$ cat config.mk
export PLATFORM = sky130hd
export DESIGN_NAME = refclk_select_ctrl
export DESIGN_NICKNAME = d
export VERILOG_FILES = /design/src/rtl/refclk_sel_pkg.sv /design/src/rtl/refclk_sel_filter.sv /design/src/rtl/refclk_sel_map.sv /design/src/rtl/refclk_select_ctrl.sv
export SDC_FILE = /design/constraint.sdc
export NUM_CORES = 1
export LEC_CHECK = 0
export CAP_MARGIN = 5
export CORE_AREA = 8 8 45 47
export DETAILED_ROUTE_END_ITERATION = 12
export DIE_AREA = 0 0 53 55
export DONT_BUFFER_PORTS = 1
export PLACE_DENSITY_LB_ADDON = 0.2
export SLEW_MARGIN = 20
export SYNTH_ARGS = -nofsm -noshare
export SYNTH_HDL_FRONTEND = slang
export SYNTH_SLANG_ARGS = --single-unit
$ cat constraint.sdc
create_clock -name clk_i -period 2 [get_ports clk_i]
set_input_delay 0.5 -clock clk_i [delete_from_list [all_inputs] [get_ports clk_i]]
set_output_delay 0.5 -clock clk_i [all_outputs]
set_load 0.02 [all_outputs]
$ cat src/rtl/refclk_sel_pkg.sv
package refclk_sel_pkg;
  localparam int unsigned NUM_INPUTS = 4;
  localparam int unsigned CODE_W     = $clog2(NUM_INPUTS);
  localparam int unsigned PAIR_SPAN  = NUM_INPUTS / 2;
  typedef logic [CODE_W-1:0]     sel_code_t;
  typedef logic [NUM_INPUTS-1:0] in_mask_t;
endpackage

$ cat src/rtl/refclk_sel_filter.sv
module refclk_sel_filter
  import refclk_sel_pkg::*;
#(
  parameter int unsigned STABLE_CYCLES = 8
) (
  input  logic      clk_i,
  input  logic      rst_ni,
  input  sel_code_t raw_i,
  output sel_code_t code_o
);
  localparam int unsigned CNT_W = $clog2(STABLE_CYCLES + 1);
  localparam logic [CNT_W-1:0] SAT = CNT_W'(STABLE_CYCLES);

  sel_code_t        cand_q, cand_n, code_q, code_n;
  logic [CNT_W-1:0] cnt_q, cnt_n;
  logic             cnt_en;

  always_comb begin
    cand_n = cand_q;
    cnt_n  = cnt_q;
    code_n = code_q;
    cnt_en = 1'b0;
    if (raw_i != cand_q) begin
      cand_n = raw_i;
      cnt_n  = CNT_W'(1);
      cnt_en = 1'b1;
    end else if (cnt_q < SAT) begin
      cnt_n  = cnt_q + CNT_W'(1);
      cnt_en = 1'b1;
      if (cnt_q == SAT - CNT_W'(1)) code_n = cand_q;
    end
  end

  always_ff @(posedge clk_i or negedge rst_ni) begin
    if (!rst_ni) begin
      cand_q <= '0;
      cnt_q  <= SAT;
      code_q <= '0;
    end else begin
      if (cnt_en) begin
        cand_q <= cand_n;
        cnt_q  <= cnt_n;
      end
      code_q <= code_n;
    end
  end

  assign code_o = code_q;

  // an accepted code must be what the pins showed on the accepting edge
  p_accept_stable_r5: assert property (@(posedge clk_i) disable iff (!rst_ni)
    (code_q != $past(code_q)) |-> ($past(raw_i) == code_q));
endmodule

$ cat src/rtl/refclk_sel_map.sv
module refclk_sel_map
  import refclk_sel_pkg::*;
(
  input  logic      clk_i,
  input  logic      rst_ni,
  input  sel_code_t code_i,
  input  logic      pair_mode_i,
  output in_mask_t  onehot_o,
  output sel_code_t idx_o,
  output logic      reserved_o
);
  sel_code_t last_q, act;
  logic      valid;

  assign valid = !(pair_mode_i && code_i[CODE_W-1]);
  assign act   = valid ? code_i : last_q;

  always_ff @(posedge clk_i or negedge rst_ni) begin
    if (!rst_ni) last_q <= '0;
    else         last_q <= act;
  end

  for (genvar i = 0; i < NUM_INPUTS; i++) begin : g_sel
    assign onehot_o[i] = pair_mode_i ? (1'(i % PAIR_SPAN) == act[0])
                                     : (act == CODE_W'(i));
  end

  assign idx_o      = pair_mode_i ? {1'b0, act[0]} : act;
  assign reserved_o = !valid;

  // while a reserved code stays in force the selection does not move
  p_reserved_keep_r4: assert property (@(posedge clk_i) disable iff (!rst_ni)
    (reserved_o && $past(reserved_o) && $stable(pair_mode_i)) |-> $stable(act));
endmodule

$ cat src/rtl/refclk_select_ctrl.sv
module refclk_select_ctrl
  import refclk_sel_pkg::*;
#(
  parameter int unsigned STABLE_CYCLES = 8
) (
  input  logic       clk_i,
  input  logic       rst_ni,
  input  logic [1:0] sel_raw_i,
  input  logic       pair_mode_i,
  input  logic [3:0] alarm_i,
  output logic [3:0] active_onehot_o,
  output logic [1:0] active_idx_o,
  output logic       pair_sel_o,
  output logic       reserved_o,
  output logic       hold_req_o
);
  logic [1:0] rst_sync_q;
  logic       rst_n;
  sel_code_t  filt_code;

  always_ff @(posedge clk_i or negedge rst_ni) begin
    if (!rst_ni) rst_sync_q <= '0;
    else         rst_sync_q <= {rst_sync_q[0], 1'b1};
  end
  assign rst_n = rst_sync_q[1];

  refclk_sel_filter #(.STABLE_CYCLES(STABLE_CYCLES)) u_filter (
    .clk_i  (clk_i),
    .rst_ni (rst_n),
    .raw_i  (sel_raw_i),
    .code_o (filt_code)
  );

  refclk_sel_map u_map (
    .clk_i       (clk_i),
    .rst_ni      (rst_n),
    .code_i      (filt_code),
    .pair_mode_i (pair_mode_i),
    .onehot_o    (active_onehot_o),
    .idx_o       (active_idx_o),
    .reserved_o  (reserved_o)
  );

  assign pair_sel_o = pair_mode_i;
  assign hold_req_o = rst_n && ((alarm_i & active_onehot_o) != '0);

  // number of selected inputs matches the view
  p_onehot_pop_r10: assert property (@(posedge clk_i) disable iff (!rst_n)
    $countones(active_onehot_o) == (pair_mode_i ? 2 : 1));
  // encoded index points at a selected input
  p_idx_in_mask_r10: assert property (@(posedge clk_i) disable iff (!rst_n)
    active_onehot_o[active_idx_o]);
  // a hold request needs some alarm
  p_hold_alarm_r6: assert property (@(posedge clk_i) disable iff (!rst_n)
    hold_req_o |-> (alarm_i != '0));
endmodule

==> reports/qor.yml <==
yosysSeqAreaShare_pct: 50.2
criticalPathCategory: "reg2out"
p_total_w: 0.000547
fmax_mhz: 501
startpoint_type: "flip-flop"
num-fill-cells: 119
cp.required_ns: 1.50
io_buffers: 0
clk_pin_slew_ns: 0.07
die_h_um: 55
rows: 14
status: "completed"
vdd_drop_max_v: 0.000431
place_hpwl_um: 827
finClkSkew_ns: 0.00251
grt_pass1_vias: 375
setup_viol: 0
cts.sinks: 11
first_iter_violations: 2
power_leakage_nw: 0.319
syn-cell-area_um2: 551
layout_common_cells: "dfrtp_1, nor2_1, buf_4"
drtPass1Iterations: 5
netlist_instances: 52
yosysWarnings: 0
worstHoldPathType: "reg2async"
drive_gt1_share_pct: 37.7
vias: 385
drc: 0
cts-root-to-sink-buffers: 2
rsz0062_at_grt: "true"
post-place-ws_ns: 0.172
synthDistinctLibCells: 25
antenna_found_initial: 0
grt.overflow.total: 0
clock_latency_ns: 0.27
synth_nets: 62
grt_pass1_wl_um: 1660
start_util_pct: 39.8
syn_to_final_growth_pct: 28.6
critPathCaptureType: "output port"
wl_um: 1130
period_share_pct: 99.9
stdcell_count: 77
die_area_um2: 2920
wire_per_inst_um: 14.7
worstPathArrival_ns: 1.50
post_synth.cell_area_avg_um2: 10.6
drtAntennaViolNets: 0
vias_per_cell: 5.00
fin_tns_setup_ns: 0
fin_ws_ns: 0.00217
tritoncts: "yes"
grt_use_total_pct: 8.01
grt_start_max_net_pins: 9
period_needed_ns: 2.00
die_width_um: 53
numCtsBuffers: 3
synth_seq_cells: 11
diodes: 0
crit_fanout: 6
gp_congestion: 0.812
finalNetCount: 72
core_um2: 1380
htreeDepth: 1
dp_cells: 69
hold_viol: 0
cts_root_buffer: "clkbuf_4"
num_io_pins: 18
power.density_nw_per_um2: 773
drv_slew: 0
layout_commonest_cell: "dfrtp_1"
max_cap_viol_count: 0
## synth_stat cells
master,n,area (um2)
buf_4,2,15.0
nand2_1,2,7.51
nor2_1,9,33.8
mux2_1,2,22.5
inv_1,1,3.75
and3_1,1,6.26
a221o_1,1,10.0
xnor2_1,3,26.3
dfstp_2,1,26.3
clkbuf_1,2,7.51
nand2_2,1,6.26
xor2_1,2,17.5
and4bb_1,1,12.5
dfrtp_1,10,250
conb_1,1,3.75
or2_1,1,6.26
mux2i_1,3,30.0
a21oi_2,1,8.76
or3_1,1,6.26
ha_1,1,12.5
o22ai_1,1,6.26
nor2b_1,2,12.5
a2111oi_0,1,8.76
a31oi_1,1,6.26
inv_2,1,3.75
## power breakdown
part / internal [W] / switching, W
clock network: 0.0000740 / 0.0000756
registers: 0.000240 / 0.0000177
logic: 0.0000680 / 0.0000718
total: 0.000382 / 0.000165
## path summary, 6_finish.rpt
| path | from | to | slack [ns] | cells past startpoint |
|---|---|---|---|---|
| worst max-delay path | u_filter.code_o[1]$_DFFE_PN0P_ | hold_req_o | 0.002 | 4 |
| worst min-delay path | rst_sync_q[1]$_DFF_PN0_ | u_map.last_q[0]$_DFF_PN0_ | 0.06 | 0 |
| worst max register to register | u_filter.cnt_q[0]$_DFFE_PN0N_ | u_filter.code_o[0]$_DFFE_PN0P_ | 0.57 | 4 |
| worst min register to register | rst_sync_q[1]$_DFF_PN0_ | u_map.last_q[0]$_DFF_PN0_ | 0.06 | 0 |
| max in group asynchronous | rst_ni | rst_sync_q[1]$_DFF_PN0_ | 1.43 | 1 |
| min in group clk_i | sel_raw_i[1] | u_filter.cand_q[1]$_DFFE_PN0P_ | 0.25 | 0 |
## final cells by class
type	instances	area [um2]	area share, %
flip-flops and latches	11	279	39.4
clock inverters	1	5.00	0.707
well taps	16	20.0	2.83
clock buffers	3	22.5	3.18
repair buffers	9	81.3	11.5
inverters	2	7.51	1.06
multi-input cells	35	293	41.3
## state kept, by name, summed over array words and instances, names as in the netlist
signal           flops
u_filter.cnt_q       4
rst_sync_q           2
u_filter.cand_q      2
u_filter.code_o      2
u_map.last_q         1
## kinds of logic (layout without fill, tap and decap cells)
group	Yosys count	in the layout	share of synthesized area (%)
fa+ha+maj	1	1	2.27
flops	11	11	50.2
other cells	1	1	0.681
compound gates	5	5	7.27
simple gates	18	18	16.6
mux	5	5	9.55
buf+inv	6	15	5.45
xor+xnor	5	5	7.96
## per-stage QoR
step	area (um2)	hold WS, ns	util [%]
CTS	643	0.0665	46.5
finish	708	0.0649	51.2
floorplan	551	0.133	-
global route	708	0.0783	51.2
global placement	586	0.0614	42.3
detailed placement	586	0.0595	42.3
## metal layers
| layer | global-route usage (%) | wire, um | vias to the layer above |
|---|---|---|---|
| met3 | 3.21 | 130 | 4 |
| met1 | 7.84 | 435 | 179 |
| met4 | 7.76 | 30 | 0 |
| met2 | 12.7 | 536 | 14 |
| met5 | 0 | 0 | - |
| li1 | - | - | 188 |
## worst max-delay path, stage by stage (launching register included)
cell     delay (ns)
dfrtp_2        0.46
and3_4         0.21
a21oi_4        0.13
inv_2          0.05
a221o_1        0.39
## timing repair
item                                    4_1_cts  5_1_grt
gates resized for setup                       4       11
endpoints found under the setup margin        3        3
setup buffers                                 1        2
endpoints found under the hold margin         2        0
pin swaps                                     0        3
hold buffers                                  1        0
Note: power is estimated with default switching activity, not from simulation.
